<file path="src/rtl/pvs_pkg.sv">
package pvs_pkg;

  typedef enum logic [3:0] {
    S_IDLE,
    S_FETCH,
    S_SETUP,
    S_PROG,
    S_VCMD,
    S_SETTLE,
    S_READ,
    S_CMP,
    S_RDMODE,
    S_DONE
  } pvs_state_e;

  localparam logic [7:0] OP_READ   = 8'h00;
  localparam logic [7:0] OP_SETUP  = 8'h40;
  localparam logic [7:0] OP_VERIFY = 8'hC0;

endpackage

</file>
<file path="src/rtl/pvs_settle_timer.sv">
module pvs_settle_timer #(
  parameter int CYC = 1200
) (
  input  logic clk,
  input  logic rst_n,
  input  logic run,
  output logic expire
);
  localparam int W = (CYC > 1) ? $clog2(CYC + 1) : 1;
  localparam logic [W-1:0] LAST = W'(CYC - 1);

  logic [W-1:0] cnt_q, cnt_d;

  always_comb begin
    cnt_d = '0;
    if (run) cnt_d = cnt_q + W'(1);
  end

  always_ff @(posedge clk or negedge rst_n) begin
    if (!rst_n) cnt_q <= '0;
    else        cnt_q <= cnt_d;
  end

  assign expire = run && (cnt_q == LAST);

  // the count window never overshoots
  p_cnt_in_window_r3: assert property (@(posedge clk) disable iff (!rst_n)
    run |-> (cnt_q <= LAST));
  // one expiry per settle window
  p_expire_single_r3: assert property (@(posedge clk) disable iff (!rst_n)
    expire |=> !expire);

endmodule

</file>
<file path="src/rtl/pvs_try_counter.sv">
module pvs_try_counter #(
  parameter int MAX = 25
) (
  input  logic clk,
  input  logic rst_n,
  input  logic clr,
  input  logic inc,
  output logic last
);
  localparam int W = $clog2(MAX + 1);
  localparam logic [W-1:0] LAST = W'(MAX - 1);

  logic [W-1:0] cnt_q, cnt_d;
  logic         cnt_en;

  always_comb begin
    cnt_en = clr || inc;
    cnt_d  = cnt_q;
    if (clr)      cnt_d = '0;
    else if (inc) cnt_d = cnt_q + W'(1);
  end

  always_ff @(posedge clk or negedge rst_n) begin
    if (!rst_n)      cnt_q <= '0;
    else if (cnt_en) cnt_q <= cnt_d;
  end

  assign last = (cnt_q == LAST);

  // failed attempts recorded never reach the limit itself
  p_try_bound_r5: assert property (@(posedge clk) disable iff (!rst_n)
    cnt_q < W'(MAX));

endmodule

</file>
<file path="src/rtl/pvs_bus_drive.sv">
module pvs_bus_drive
  import pvs_pkg::*;
#(
  parameter int AW = 17,
  parameter int DW = 8
) (
  input  pvs_state_e    state,
  input  logic [AW-1:0] loc_addr,
  input  logic [DW-1:0] loc_data,
  output logic          bus_we,
  output logic          bus_rd,
  output logic [AW-1:0] bus_addr,
  output logic [DW-1:0] bus_wdata
);
  always_comb begin
    bus_we    = 1'b0;
    bus_rd    = 1'b0;
    bus_wdata = '0;
    bus_addr  = loc_addr;
    unique case (state)
      S_SETUP:  begin bus_we = 1'b1; bus_wdata = DW'(OP_SETUP);  end
      S_PROG:   begin bus_we = 1'b1; bus_wdata = loc_data;       end
      S_VCMD:   begin bus_we = 1'b1; bus_wdata = DW'(OP_VERIFY); end
      S_RDMODE: begin bus_we = 1'b1; bus_wdata = DW'(OP_READ);   end
      S_READ:   bus_rd = 1'b1;
      default:  ;
    endcase
  end
endmodule

</file>
<file path="src/rtl/pvs_seq.sv">
module pvs_seq
  import pvs_pkg::*;
#(
  parameter int AW        = 17,
  parameter int DW        = 8,
  parameter int LW        = 18,
  parameter int CLK_MHZ   = 200,
  parameter int SETTLE_NS = 6000,
  parameter int MAX_TRIES = 25
) (
  input  logic          clk,
  input  logic          rst_n,
  input  logic          start,
  input  logic [AW-1:0] base_addr,
  input  logic [LW-1:0] length,
  output logic          src_req,
  output logic [AW-1:0] src_addr,
  input  logic          src_valid,
  input  logic [DW-1:0] src_data,
  output logic          bus_we,
  output logic          bus_rd,
  output logic [AW-1:0] bus_addr,
  output logic [DW-1:0] bus_wdata,
  input  logic [DW-1:0] bus_rdata,
  output logic          busy,
  output logic          done,
  output logic          fail,
  output logic [AW-1:0] fail_addr
);
  localparam int SETTLE_CYC = (SETTLE_NS * CLK_MHZ + 999) / 1000;

  // reset: asserted asynchronously, released on the clock
  logic rst_s1, rst_q;
  always_ff @(posedge clk or negedge rst_n) begin
    if (!rst_n) begin
      rst_s1 <= 1'b0;
      rst_q  <= 1'b0;
    end else begin
      rst_s1 <= 1'b1;
      rst_q  <= rst_s1;
    end
  end

  pvs_state_e    state_q, state_d;
  logic [AW-1:0] addr_q, addr_d;
  logic          addr_en;
  logic [LW-1:0] left_q, left_d;
  logic          left_en;
  logic [DW-1:0] data_q;
  logic          data_en;
  logic          fail_q, fail_d, fail_en;
  logic [AW-1:0] faddr_q;
  logic          faddr_en;
  logic          try_clr, try_inc, try_last;
  logic          tmr_run, tmr_expire;

  pvs_settle_timer #(.CYC(SETTLE_CYC)) u_timer (
    .clk    (clk),
    .rst_n  (rst_q),
    .run    (tmr_run),
    .expire (tmr_expire)
  );

  pvs_try_counter #(.MAX(MAX_TRIES)) u_tries (
    .clk   (clk),
    .rst_n (rst_q),
    .clr   (try_clr),
    .inc   (try_inc),
    .last  (try_last)
  );

  pvs_bus_drive #(.AW(AW), .DW(DW)) u_bus (
    .state     (state_q),
    .loc_addr  (addr_q),
    .loc_data  (data_q),
    .bus_we    (bus_we),
    .bus_rd    (bus_rd),
    .bus_addr  (bus_addr),
    .bus_wdata (bus_wdata)
  );

  assign tmr_run = (state_q == S_SETTLE);

  // next state
  always_comb begin
    state_d  = state_q;
    addr_d   = addr_q;
    addr_en  = 1'b0;
    left_d   = left_q;
    left_en  = 1'b0;
    data_en  = 1'b0;
    fail_d   = fail_q;
    fail_en  = 1'b0;
    faddr_en = 1'b0;
    try_clr  = 1'b0;
    try_inc  = 1'b0;
    src_req  = 1'b0;
    unique case (state_q)
      S_IDLE: begin
        if (start) begin
          fail_d  = 1'b0;
          fail_en = 1'b1;
          addr_d  = base_addr;
          addr_en = 1'b1;
          left_d  = length;
          left_en = 1'b1;
          state_d = (length == '0) ? S_RDMODE : S_FETCH;
        end
      end
      S_FETCH: begin
        src_req = 1'b1;
        if (src_valid) begin
          data_en = 1'b1;
          try_clr = 1'b1;
          state_d = S_SETUP;
        end
      end
      S_SETUP:  state_d = S_PROG;
      S_PROG:   state_d = S_VCMD;
      S_VCMD:   state_d = S_SETTLE;
      S_SETTLE: if (tmr_expire) state_d = S_READ;
      S_READ:   state_d = S_CMP;
      S_CMP: begin
        if (bus_rdata == data_q) begin
          if (left_q == LW'(1)) begin
            state_d = S_RDMODE;
          end else begin
            addr_d  = addr_q + AW'(1);
            addr_en = 1'b1;
            left_d  = left_q - LW'(1);
            left_en = 1'b1;
            state_d = S_FETCH;
          end
        end else if (try_last) begin
          fail_d   = 1'b1;
          fail_en  = 1'b1;
          faddr_en = 1'b1;
          state_d  = S_IDLE;
        end else begin
          try_inc = 1'b1;
          state_d = S_SETUP;
        end
      end
      S_RDMODE: state_d = S_DONE;
      S_DONE:   state_d = S_IDLE;
      default:  state_d = S_IDLE;
    endcase
  end

  // registers
  always_ff @(posedge clk or negedge rst_q) begin
    if (!rst_q) begin
      state_q <= S_IDLE;
      addr_q  <= '0;
      left_q  <= '0;
      data_q  <= '0;
      fail_q  <= 1'b0;
      faddr_q <= '0;
    end else begin
      state_q <= state_d;
      if (addr_en)  addr_q  <= addr_d;
      if (left_en)  left_q  <= left_d;
      if (data_en)  data_q  <= src_data;
      if (fail_en)  fail_q  <= fail_d;
      if (faddr_en) faddr_q <= addr_q;
    end
  end

  assign src_addr  = addr_q;
  assign busy      = (state_q != S_IDLE);
  assign done      = (state_q == S_DONE);
  assign fail      = fail_q;
  assign fail_addr = faddr_q;

  // verify command right after the program write
  p_vcmd_follows_prog_r2: assert property (@(posedge clk) disable iff (!rst_q)
    (state_q == S_PROG) |=> (bus_we && bus_wdata == DW'(OP_VERIFY)));
  // a read only once the settle window has run out
  p_read_after_settle_r3: assert property (@(posedge clk) disable iff (!rst_q)
    bus_rd |-> $past(tmr_expire));
  // one source transfer per request
  p_src_once_r4: assert property (@(posedge clk) disable iff (!rst_q)
    (src_req && src_valid) |=> !src_req);
  // a failure is held until a new start
  p_fail_hold_r6: assert property (@(posedge clk) disable iff (!rst_q)
    (fail && !start) |=> fail);
  // an idle sequencer leaves the bus alone
  p_idle_quiet_r6: assert property (@(posedge clk) disable iff (!rst_q)
    !busy |-> (!bus_we && !bus_rd));
  // done is preceded by the read-mode write
  p_done_after_rdmode_r7: assert property (@(posedge clk) disable iff (!rst_q)
    done |-> $past(bus_we && bus_wdata == DW'(OP_READ)));

endmodule

</file>
<file path="config.mk">
export PLATFORM = sky130hd
export DESIGN_NAME = pvs_seq
export DESIGN_NICKNAME = d
export VERILOG_FILES = /design/src/rtl/pvs_pkg.sv /design/src/rtl/pvs_settle_timer.sv /design/src/rtl/pvs_try_counter.sv /design/src/rtl/pvs_bus_drive.sv /design/src/rtl/pvs_seq.sv
export SDC_FILE = /design/constraint.sdc
export NUM_CORES = 1
export LEC_CHECK = 0
export ABC_AREA = 1
export BUFFER_PORTS_ARGS = -buffer_cell sky130_fd_sc_hd__buf_4
export CORE_AREA = 3 3 101 103
export CTS_BUF_LIST = sky130_fd_sc_hd__clkbuf_8
export DETAILED_ROUTE_END_ITERATION = 10
export DIE_AREA = 0 0 104 106
export PLACE_DENSITY = 0.82
export SETUP_SLACK_MARGIN = 0.05
export SYNTH_ARGS = -nofsm -noshare
export SYNTH_HDL_FRONTEND = slang
export SYNTH_HIERARCHICAL = 1
export SYNTH_SLANG_ARGS = --single-unit
</file>
<file path="constraint.sdc">
create_clock -name clk -period 3.2 [get_ports clk]
set_input_delay 0.8 -clock clk [delete_from_list [all_inputs] [get_ports clk]]
set_output_delay 0.8 -clock clk [all_outputs]
set_load 0.01 [all_outputs]
</file>
==> key figures, run 1 <==
Timing
  • Worst slew pin tran: 1.054 ns
  • Crit path time final: 2.331 ns
  • Final period utilization: 72.83%
  • # setup viols final: 0
  • Final Hold Vio Count: 0
  • Setup ws final: 0.8694 ns
  • RSZ-0062 raised after global routing: false
  • Pins Over Slew Limit: 0
  • Max-slew headroom: 29.72%
  • Clk_skew: 0.01183 ns
  • Worst hold slack: 0.2156 ns
  • Max Fclk: 429.1 MHz
  • Setup TNS: 0 ns

Worst setup path
  • Worst r2r src: state_q[3]
  • Worst path cell trace: inv_1 > nor2_1 > inv_1 > nor3_1 > buf_4
  • CP dominant cell by count: inv_1
  • WP data arrival: 1.53 ns
  • Largest stage delay on the critical path: 0.51 ns
  • Critical Path RT: 2.40 ns
  • Crit Path Max Fanout: 9
  • Reg2reg end: left_q[14]
  • Crit path launch type: flop
  • Reg2Reg Setup Slack: 0.93 ns
  • Crit path kind: flop to output port
  • CP endpoint kind: output port
  • Cell depth of the worst flop-to-flop path: 8
  • Worst-path cell with the longest stage delay: dfrtp_1

Logic synthesis
  • Syn nets: 831
  • Post-synth top area share: 39.29%
  • Sequential-to-total area share from yosys stat: 39.29%
  • Area contributors post-synth: dfrtp_1, nand2_1, nor2_1
  • FFs w/ async S/R, synth: 100.0%
  • #FFs+latches synth: 83
  • Top FF cell, synth: dfrtp_1
  • Post-synthesis cell count: 770
  • Yosys top cell by area: dfrtp_1
  • Post-synth cell types: 32
  • Post-synth EDFFs: 0
  • Synthesized area: 0.005286 sq mm
  • Syn avg cell area: 6.865 sq um
  • Yosys warning count: 6

Clocking
  • CTS tree: yes
  • # clock sinks: 83
  • CTS Buffer Depth: 2
  • Post-CTS Hold Buffers: 0
  • Post_cts resized: 0
  • H-tree depth: 3
  • Postcts setup bufs: 0
  • Cts bufs inserted: 9
  • Clk root buf: clkbuf_8
  • Worst skew pair latency: 0.36 ns
  • Clock transition at path regs: 0.09 ns

Pwr
  • LEAKAGE: 3.234 nW
  • Clock share of power: 16.6%
  • Share of total power in sequential cells: 37.0%
  • Internal Power: 2.768 mW
  • VDD IR max: 0.0007009 V
  • Switching Fraction: 44.56%
  • PwrDens: 791.6 mW/mm^2
  • Comb pwr share: 46.5%
  • P_sw: 2.225 mW

Global routing
  • GRT busiest layer: met2
  • Global-route track usage on met3: 6.740%
  • Total global routing overflow: 0
  • Vias in the first global route: 4800
  • M1 GR Usage: 30.22%
  • Initial antenna violation count: 0
  • First-pass GRT wire length: 21940 microns
  • GRT Overall Usage: 23.76%
  • Largest net degree at the start of global routing: 82
  • Grt met2 use: 40.58%

Place
  • I/O Buffers: 119
  • DP Worst Slack: 0.7663 ns
  • Gp weighted congestion: 0.9237
  • HPWL Detailed: 9518 microns
  • Placed cells: 985

Detailed routing
  • Routed len/inst: 13.13 microns
  • Routed via count: 5126
  • Initial DRC Count: 301
  • Via density: 5.126
  • Final WL: 13130 microns
  • Detail Route Antenna Nets: 0
  • Residual DRC count: 0
  • Pre-Repair DR Iteration Count: 5

Floorplanning
  • Die area: 0.01102 sq mm
  • Initial Utilization: 56.94%
  • Die H: 106 microns
  • Row cnt: 35
  • # IOs: 120
  • Die Width: 104 microns
  • Core footprint: 0.009284 sq mm

Outcome
  • Run status: finished, final reports clean

Layout
  • Area delta synth->final: 19.31%
  • Non-Filler Instances: 1000
  • Diode count: 0
  • Share of layout cells above drive strength 1: 21.13%
  • Util after Layout: 67.94%
  • Nets: 928

Flow run
  • Max Cap Viol: 0

Hold path
  • Tightest Hold Check Type: input port to async pin
-- power groups by stage --
stage | clock (mW) | sequential, mW | combinational, mW
floorplan | 0 | 1.78 | 1.68
finish | 0.827 | 1.85 | 2.32
global placement | 0 | 1.83 | 2.22
global route | 0.892 | 1.91 | 2.61
detailed placement | 0 | 1.85 | 2.30
CTS | 0.840 | 1.84 | 2.32
-- per-stage QoR --
stage | total power [mW] | area, sq um
6_report | 4.993 | 6307
5_1_grt | 5.412 | 6307
4_1_cts | 4.997 | 6307
3_5_place_dp | 4.155 | 6093
3_3_place_gp | 4.056 | 6093
2_1_floorplan | 3.455 | 5286
-- registers in the layout, indices dropped and copies added (netlist names), 4 cells and up --
register and flops:
data_q 8, fail_addr 17, left_q 18, u_tries/cnt_q 5, src_addr 17, u_timer/cnt_q 11, state_q 4
-- Yosys cell counts, drive strengths merged, types with 4 or more instances --
| cell type | n |
|---|---|
| a21oi | 26 |
| buf | 38 |
| dfrtp | 83 |
| ha | 6 |
| inv | 83 |
| nand2 | 247 |
| nand3 | 65 |
| nand3b | 6 |
| nand4 | 4 |
| nor2 | 114 |
| nor3 | 7 |
| o21ai | 62 |
| or2 | 8 |
| xnor2 | 5 |
| xor2 | 6 |
-- layout by cell type (no fill, tap or decap), types with 7 or more instances in the layout --
cell type,synthesis,layout
a21oi_1,26,26
buf_4,22,124
clkbuf_8,0,9
dfrtp_1,83,82
inv_1,74,74
inv_2,9,9
nand2_1,243,243
nand3_1,63,63
nor2_1,94,94
nor2_2,16,16
nor3_1,7,7
o21ai_0,22,22
o21ai_1,40,40
or2_2,7,7
-- critical path: cells and delay by family, from the launching register on --
family	cells	cell delay [ns]
buffers and inverters	3	0.36
DFF	1	0.51
and+or+nand+nor	2	0.32
-- worst max-delay path by stage --
stage / start / end / cells after the start
2_1_floorplan: rst_q / data_q[0] / 0
3_3_place_gp: bus_rdata[3] / left_q[17] / 11
3_5_place_dp: bus_rdata[3] / left_q[13] / 11
4_1_cts: state_q[0] / done / 5
5_1_grt: state_q[2] / left_q[14] / 7
6_report: state_q[0] / done / 5
-- final cells by class --
class	count	area (sq um)
fill	834	2977
multi-input combinational	564	2599
sequential	83	2081
timing repair buffer	124	930.9
inverter	85	321.6
tap	129	161.4
clock buffer	9	123.9
clock inverter	6	90.09
-- per-layer routing --
layer	wire [microns]	vias up	part of all wire, %
met5	0	-	0
met3	878	14	6.7
met4	129	0	0.98
met1	5769	2354	44
li1	-	2592	-
met2	6348	166	48
-- logic make-up after synthesis --
| family | synth area share (%) |
|---|---|
| flip-flops | 39.29 |
| AND/OR/NAND/NOR | 36.97 |
| adder cells (fa/ha/maj) | 1.420 |
| other | 0.07094 |
| buffers and inverters | 11.55 |
| XOR/XNOR | 1.822 |
| AO/OA/AOI/OAI | 8.876 |
Note: power is estimated with default switching activity, not from simulation.
==> run 2: changes to the inputs <==
--- a/config.mk
+++ b/config.mk
@@ -7,11 +7,11 @@
 export LEC_CHECK = 0
 export ABC_AREA = 1
 export BUFFER_PORTS_ARGS = -buffer_cell sky130_fd_sc_hd__buf_4
-export CORE_AREA = 3 3 101 103
+export CORE_AREA = 3 3 106 108
 export CTS_BUF_LIST = sky130_fd_sc_hd__clkbuf_8
 export DETAILED_ROUTE_END_ITERATION = 10
-export DIE_AREA = 0 0 104 106
-export PLACE_DENSITY = 0.82
+export DIE_AREA = 0 0 109 111
+export PLACE_DENSITY = 0.78
 export SETUP_SLACK_MARGIN = 0.05
 export SYNTH_ARGS = -nofsm -noshare
 export SYNTH_HDL_FRONTEND = slang
==> constraint.sdc (replaced) <==
create_clock -name clk -period 2.1 [get_ports clk]
set_input_delay 0.525 -clock clk [delete_from_list [all_inputs] [get_ports clk]]
set_output_delay 0.525 -clock clk [all_outputs]
set_load 0.01 [all_outputs]
==> run 2 against run 1 <==
Net effect:
- clock power increased by 45%
- largest power group unchanged
- sequential power rose by 50%
- non-clock buffer count is 8 higher
==> key figures, run 2 (same netlist as run 1, synthesis figures left out) <==
Detailed routing
  • Initial DRC Count: 239 (-21%)
  • Residual DRC count: 0 (unchanged)
  • Routed len/inst: 12.68 microns (-3.4%)
  • Routed via count: 5025 (-2.0%)
  • Final WL: 12880 microns (-1.9%)
  • Detail Route Antenna Nets: 0 (unchanged)
  • Via density: 4.946 (-3.5%)
  • Pre-Repair DR Iteration Count: 4 (-1)

Worst setup path
  • Crit path kind: flop to output port
  • Worst-path cell with the longest stage delay: dfrtp_2
  • Cell depth of the worst flop-to-flop path: 13 (+5)
  • Worst r2r src: state_q[3]
  • CP endpoint: done
  • CP startpoint: state_q[0]
  • Crit Path Max Fanout: 9 (unchanged)
  • Crit path launch type: flop
  • CP endpoint kind: output port
  • WP data arrival: 1.45 ns (-0.08 ns)
  • CP dominant cell by count: inv_1
  • Largest stage delay on the critical path: 0.45 ns (-0.06 ns)
  • Worst path cell trace: inv_1 > nor2_1 > inv_1 > nor3_1 > buf_4
  • Critical Path RT: 1.57 ns (-0.83 ns)
  • Reg2reg end: state_q[3]
  • Reg2Reg Setup Slack: 0.28 ns (-0.65 ns)

Clocking
  • Cts bufs inserted: 9 (unchanged)
  • Worst skew pair latency: 0.36 ns (about the same)
  • Clk root buf: clkbuf_8
  • CTS Buffer Depth: 2 (unchanged)
  • Clock transition at path regs: 0.09 ns (about the same)
  • # clock sinks: 83 (unchanged)
  • H-tree depth: 3 (unchanged)
  • CTS tree: yes

Layout
  • Diode count: 0 (unchanged)
  • Largest register FFs: 18 (unchanged)
  • Share of layout cells above drive strength 1: 22.27% (+1.1 points)
  • Commonest cells after routing, fill and taps aside: nand2_1, buf_4, nor2_1
  • Commonest non-fill, non-tap cell in the layout: nand2_1
  • Nets: 936 (+0.86%)
  • Most flops, register: left_q
  • Area delta synth->final: 21.59%
  • Non-Filler Instances: 1016 (+1.6%)
  • # fillers: 946 (+13%)

Timing
  • # setup viols final: 0 (unchanged)
  • RSZ-0062 raised after global routing: false
  • Crit path time final: 1.976 ns
  • Final period utilization: 94.08%
  • Clk_skew: 0.01275 ns (+0.0009198 ns)
  • Final Hold Vio Count: 0 (unchanged)
  • Pins Over Slew Limit: 0 (unchanged)
  • Setup TNS: 0 ns (unchanged)
  • Max Fclk: 506.2 MHz

Floorplanning
  • Row cnt: 37 (+5.7%)
  • Initial Utilization: 51.21% (-5.7 points)
  • Core footprint: 0.01032 sq mm (+11%)
  • Die area: 0.01210 sq mm (+9.8%)
  • Die Width: 109 microns (+4.8%)
  • # IOs: 120 (unchanged)
  • Die H: 111 microns (+4.7%)

Place
  • I/O Buffers: 119 (unchanged)
  • HPWL Detailed: 9447 microns (-0.75%)
  • Gp weighted congestion: 0.8569 (-7.2%)
  • Placed cells: 998 (+1.3%)

Flow run
  • Max Cap Viol: 0 (unchanged)

Outcome
  • Run status: finished, final reports clean

Global routing
  • GRT Overall Usage: 21.79% (-2.0 points)
  • First-pass GRT wire length: 21710 microns (-1.0%)
  • Total global routing overflow: 0 (unchanged)
  • Largest net degree at the start of global routing: 47 (-43%)
  • Vias in the first global route: 4668 (-2.8%)
  • Initial antenna violation count: 0 (unchanged)

Pwr
  • PwrDens: 1179 mW/mm^2 (+49%)
  • VDD IR max: 0.0005618 V (-20%)
  • LEAKAGE: 3.285 nW (+1.6%)
  • Design Power: 7.581 mW (+52%)

Hold path
  • Tightest Hold Check Type: flop to async pin
[run 2: area by class of cell]
class / instances / area (sq um) / share of cell area [%]
Clock buffer: 10 / 137.6 / 2.141
Clock inverter: 6 / 65.06 / 1.012
Inverter: 85 / 321.6 / 5.003
Multi-Input combinational cell: 564 / 2604 / 40.51
Sequential cell: 83 / 2086 / 32.45
Tap cell: 136 / 170.2 / 2.647
Timing Repair Buffer: 132 / 1044 / 16.24
[run 2: through the flow]
stage | hold slack [ns] | setup WS, ns | instance area [sq um] | utilization [%]
6_report | 0.3057 | 0.1243 | 6427 | 62.26
3_5_place_dp | 0.3088 | 0.2182 | 6197 | 60.03
3_3_place_gp | 0.3079 | 0.2548 | 6197 | 60.03
5_1_grt | 0.3500 | 0.04120 | 6427 | 62.26
2_1_floorplan | 0.2294 | 0.4029 | 5288 | -
4_1_cts | 0.3239 | 0.07901 | 6411 | 62.10
[run 2: worst min-delay path by stage]
stage | from | end | depth (start not counted)
floorplan | rst_n | rst_q | 0
global placement | rst_n | rst_s1 | 1
detailed placement | rst_n | rst_s1 | 1
CTS | rst_q | u_timer/cnt_q[4] | 0
global route | rst_q | u_timer/cnt_q[4] | 0
finish | rst_q | u_timer/cnt_q[3] | 0
[run 2: critical path: cells and delay by family (launching register included)]
kind	cells	cell delay (ns)
buf+inv	3	0.34
simple gates	2	0.31
flops	1	0.45
[run 2: repair_timing]
action,4_1_cts,5_1_grt
setup endpoints to repair,1,10
resized for setup,1,5
setup buffers,0,1
hold buffers,1,0
pin swaps,0,1
endpoints found under the hold margin,2,0
[run 2: report_power, final]
group	internal [mW]	switching [mW]	leakage, nW
combinational	1.54	2.07	2.11
clock	0.587	0.615	0.107
sequential	2.09	0.676	1.07
total	4.22	3.36	3.29
[run 2: routing by layer]
metal	up-vias	part of all wire [%]	track usage, %
met5	-	0	0
met4	0	1.1	6.229
met3	12	7.3	3.786
met2	130	46	34.64
met1	2282	45	30.31
li1	2601	-	-
==> run 3: changes to the inputs <==
--- a/config.mk
+++ b/config.mk
@@ -11,6 +11,7 @@
 export CTS_BUF_LIST = sky130_fd_sc_hd__clkbuf_8
 export DETAILED_ROUTE_END_ITERATION = 10
 export DIE_AREA = 0 0 109 111
+export GPL_TIMING_DRIVEN = 0
 export PLACE_DENSITY = 0.78
 export SETUP_SLACK_MARGIN = 0.05
 export SYNTH_ARGS = -nofsm -noshare
==> constraint.sdc (replaced) <==
create_clock -name clk -period 2.1 [get_ports clk]
set_input_delay 0.525 -clock clk [delete_from_list [all_inputs] [get_ports clk]]
set_output_delay 0.525 -clock clk [all_outputs]
set_load 0.05 [all_outputs]
==> run 3 against run 2 <==
Net effect:
- fmax fell by 1.4%
- global-route usage rose by 2.1 points
- count of clock-buffer cells in the layout fell by 1
- design area rose by 3.1%
- via count rose by 3.5%
- utilization rose by 2.0 points
- critical path type unchanged
- non-clock buffer count rose by 30
- sequential share of layout area fell by 0.99 points
==> key figures, run 3 (same netlist as run 1, synthesis figures left out) <==
Outcome
  • Run status: finished, final reports clean

Floorplanning
  • Die Width: 109 microns (unchanged)
  • # IOs: 120 (unchanged)
  • Die H: 111 microns (unchanged)
  • Die area: 0.01210 sq mm (unchanged)
  • Initial Utilization: 51.21% (unchanged)
  • Row cnt: 37 (unchanged)
  • Core footprint: 0.01032 sq mm (unchanged)

Detailed routing
  • Final WL: 13970 microns (+8.5%)
  • Via density: 4.972 (+0.53%)
  • Residual DRC count: 0 (unchanged)
  • Pre-Repair DR Iteration Count: 8 (+4)
  • Detail Route Antenna Nets: 0 (unchanged)
  • Initial DRC Count: 289 (+21%)
  • Routed len/inst: 13.36 microns (+5.4%)
  • Routed via count: 5201 (+3.5%)

Timing
  • Final Hold Vio Count: 0 (unchanged)
  • Max Fclk: 498.9 MHz (-1.4%)
  • Final period utilization: 95.44% (+1.4 points)
  • Setup TNS: 0 ns (unchanged)
  • Clk_skew: 0.009726 ns (-0.003024 ns)
  • Crit path time final: 2.004 ns (+0.02856 ns)
  • # setup viols final: 0 (unchanged)
  • Worst hold slack: 0.2137 ns (-0.09204 ns)
  • RSZ-0062 raised after global routing: true
  • Setup ws final: 0.09578 ns (-0.02856 ns)
  • Pins Over Slew Limit: 0 (unchanged)

Pwr
  • PwrDens: 1382 mW/mm^2 (+17%)
  • VDD IR max: 0.001193 V (+110%)
  • LEAKAGE: 3.408 nW (+3.7%)

Global routing
  • Total global routing overflow: 0 (unchanged)
  • Initial antenna violation count: 0 (unchanged)
  • GRT busiest layer: met2
  • Largest net degree at the start of global routing: 65 (+38%)
  • Global-route track usage on met3: 4.601% (+0.82 points)
  • Grt met2 use: 37.88% (+3.2 points)
  • M1 GR Usage: 32.03% (+1.7 points)
  • First-pass GRT wire length: 23320 microns (+7.4%)
  • GRT Overall Usage: 23.88% (+2.1 points)
  • Vias in the first global route: 5027 (+7.7%)

Clocking
  • CTS Buffer Depth: 2 (unchanged)
  • Cts bufs inserted: 9 (unchanged)
  • Worst skew pair latency: 0.36 ns (about the same)
  • Clock transition at path regs: 0.09 ns (about the same)
  • Clk root buf: clkbuf_8
  • H-tree depth: 3 (unchanged)
  • # clock sinks: 83 (unchanged)
  • CTS tree: yes

Worst setup path
  • Worst r2r src: state_q[3]
  • Worst-path cell with the longest stage delay: dfrtp_2
  • Crit Path Max Fanout: 10 (+1)
  • Largest stage delay on the critical path: 0.50 ns (+0.05 ns)
  • Worst path cell trace: nor2_1 > inv_2 > nor2_2 > inv_2 > buf_4
  • Crit path launch type: flop
  • Crit path kind: flop to output port
  • Critical Path RT: 1.57 ns (about the same)
  • Reg2Reg Setup Slack: 0.27 ns (about the same)
  • Cell depth of the worst flop-to-flop path: 12 (-1)
  • CP dominant cell by count: inv_2
  • CP endpoint kind: output port
  • Reg2reg end: u_tries/cnt_q[3]
  • WP data arrival: 1.48 ns (+0.03 ns)

Layout
  • Area delta synth->final: 25.40%
  • Commonest non-fill, non-tap cell in the layout: nand2_1
  • Nets: 966 (+3.2%)
  • Largest register FFs: 18 (unchanged)
  • Diode count: 0 (unchanged)
  • Most flops, register: left_q
  • Share of layout cells above drive strength 1: 25.49% (+3.2 points)
  • Commonest cells after routing, fill and taps aside: nand2_1, buf_4, nor2_1
  • # fillers: 972 (+2.7%)

Flow run
  • Max Cap Viol: 0 (unchanged)

Place
  • Gp weighted congestion: 0.9023 (+5.3%)
  • HPWL Detailed: 10460 microns (+11%)
  • I/O Buffers: 119 (unchanged)
  • DP Worst Slack: 0.1109 ns (-0.1074 ns)

Hold path
  • Tightest Hold Check Type: flop to async pin
[run 3: per-stage QoR]
stage               std cells  power, mW  util, %  area (sq um)
floorplan                 770      6.547        -          5303
global placement         1025      7.895    61.67          6366
detailed placement       1026      8.003    61.96          6396
CTS                      1043      9.094    63.77          6584
global route             1046      9.868    64.21          6629
finish                   1046      9.159    64.21          6629
[run 3: area by class of cell]
| class | instances | area, sq um | share of cell area [%] |
|---|---|---|---|
| Tap cell | 136 | 170.2 | 2.567 |
| Clock inverter | 7 | 52.55 | 0.7928 |
| Buffer | 38 | 289.0 | 4.360 |
| Inverter | 85 | 324.1 | 4.889 |
| Clock buffer | 9 | 123.9 | 1.869 |
| Timing Repair Buffer | 124 | 960.9 | 14.50 |
| Sequential cell | 83 | 2086 | 31.46 |
| Multi-Input combinational cell | 564 | 2623 | 39.56 |
[run 3: timing repair]
action / CTS / global route
pin swaps: 0 / 2
endpoints found under the setup margin: 2 / 16
setup buffers: 0 / 3
endpoints found under the hold margin: 2 / 0
resized for setup: 1 / 11
hold buffers: 1 / 0
[run 3: where the power goes]
group          total [mW]  switching [mW]  internal (mW)
registers            2.80           0.709           2.09
clock network        1.07           0.634          0.440
logic                5.28            3.45           1.83
total                9.16            4.79           4.37
[run 3: layer usage]
| layer | wire length, microns | part of all wire, % |
|---|---|---|
| met5 | 0 | 0 |
| met4 | 306 | 2.2 |
| met3 | 1010 | 7.2 |
| met2 | 6539 | 47 |
| met1 | 6115 | 44 |
[run 3: worst max-delay path by stage]
| stage | start | end | slack (ns) | cells past startpoint |
|---|---|---|---|---|
| 3_3_place_gp | state_q[0] | state_q[3] | 0.14 | 14 |
| 5_1_grt | state_q[0] | state_q[1] | 0.02 | 14 |
| 6_report | state_q[2] | busy | 0.1 | 5 |
| 4_1_cts | state_q[2] | bus_wdata[3] | 0.06 | 4 |
| 3_5_place_dp | state_q[0] | state_q[1] | 0.11 | 14 |
| 2_1_floorplan | state_q[2] | u_tries/cnt_q[3] | 0.20 | 11 |
[run 3: worst max-delay path: cells and delay by family (launching register included)]
family,cells,cell delay [ns]
and+or+nand+nor,2,0.30
DFF,1,0.50
buffers and inverters,3,0.33
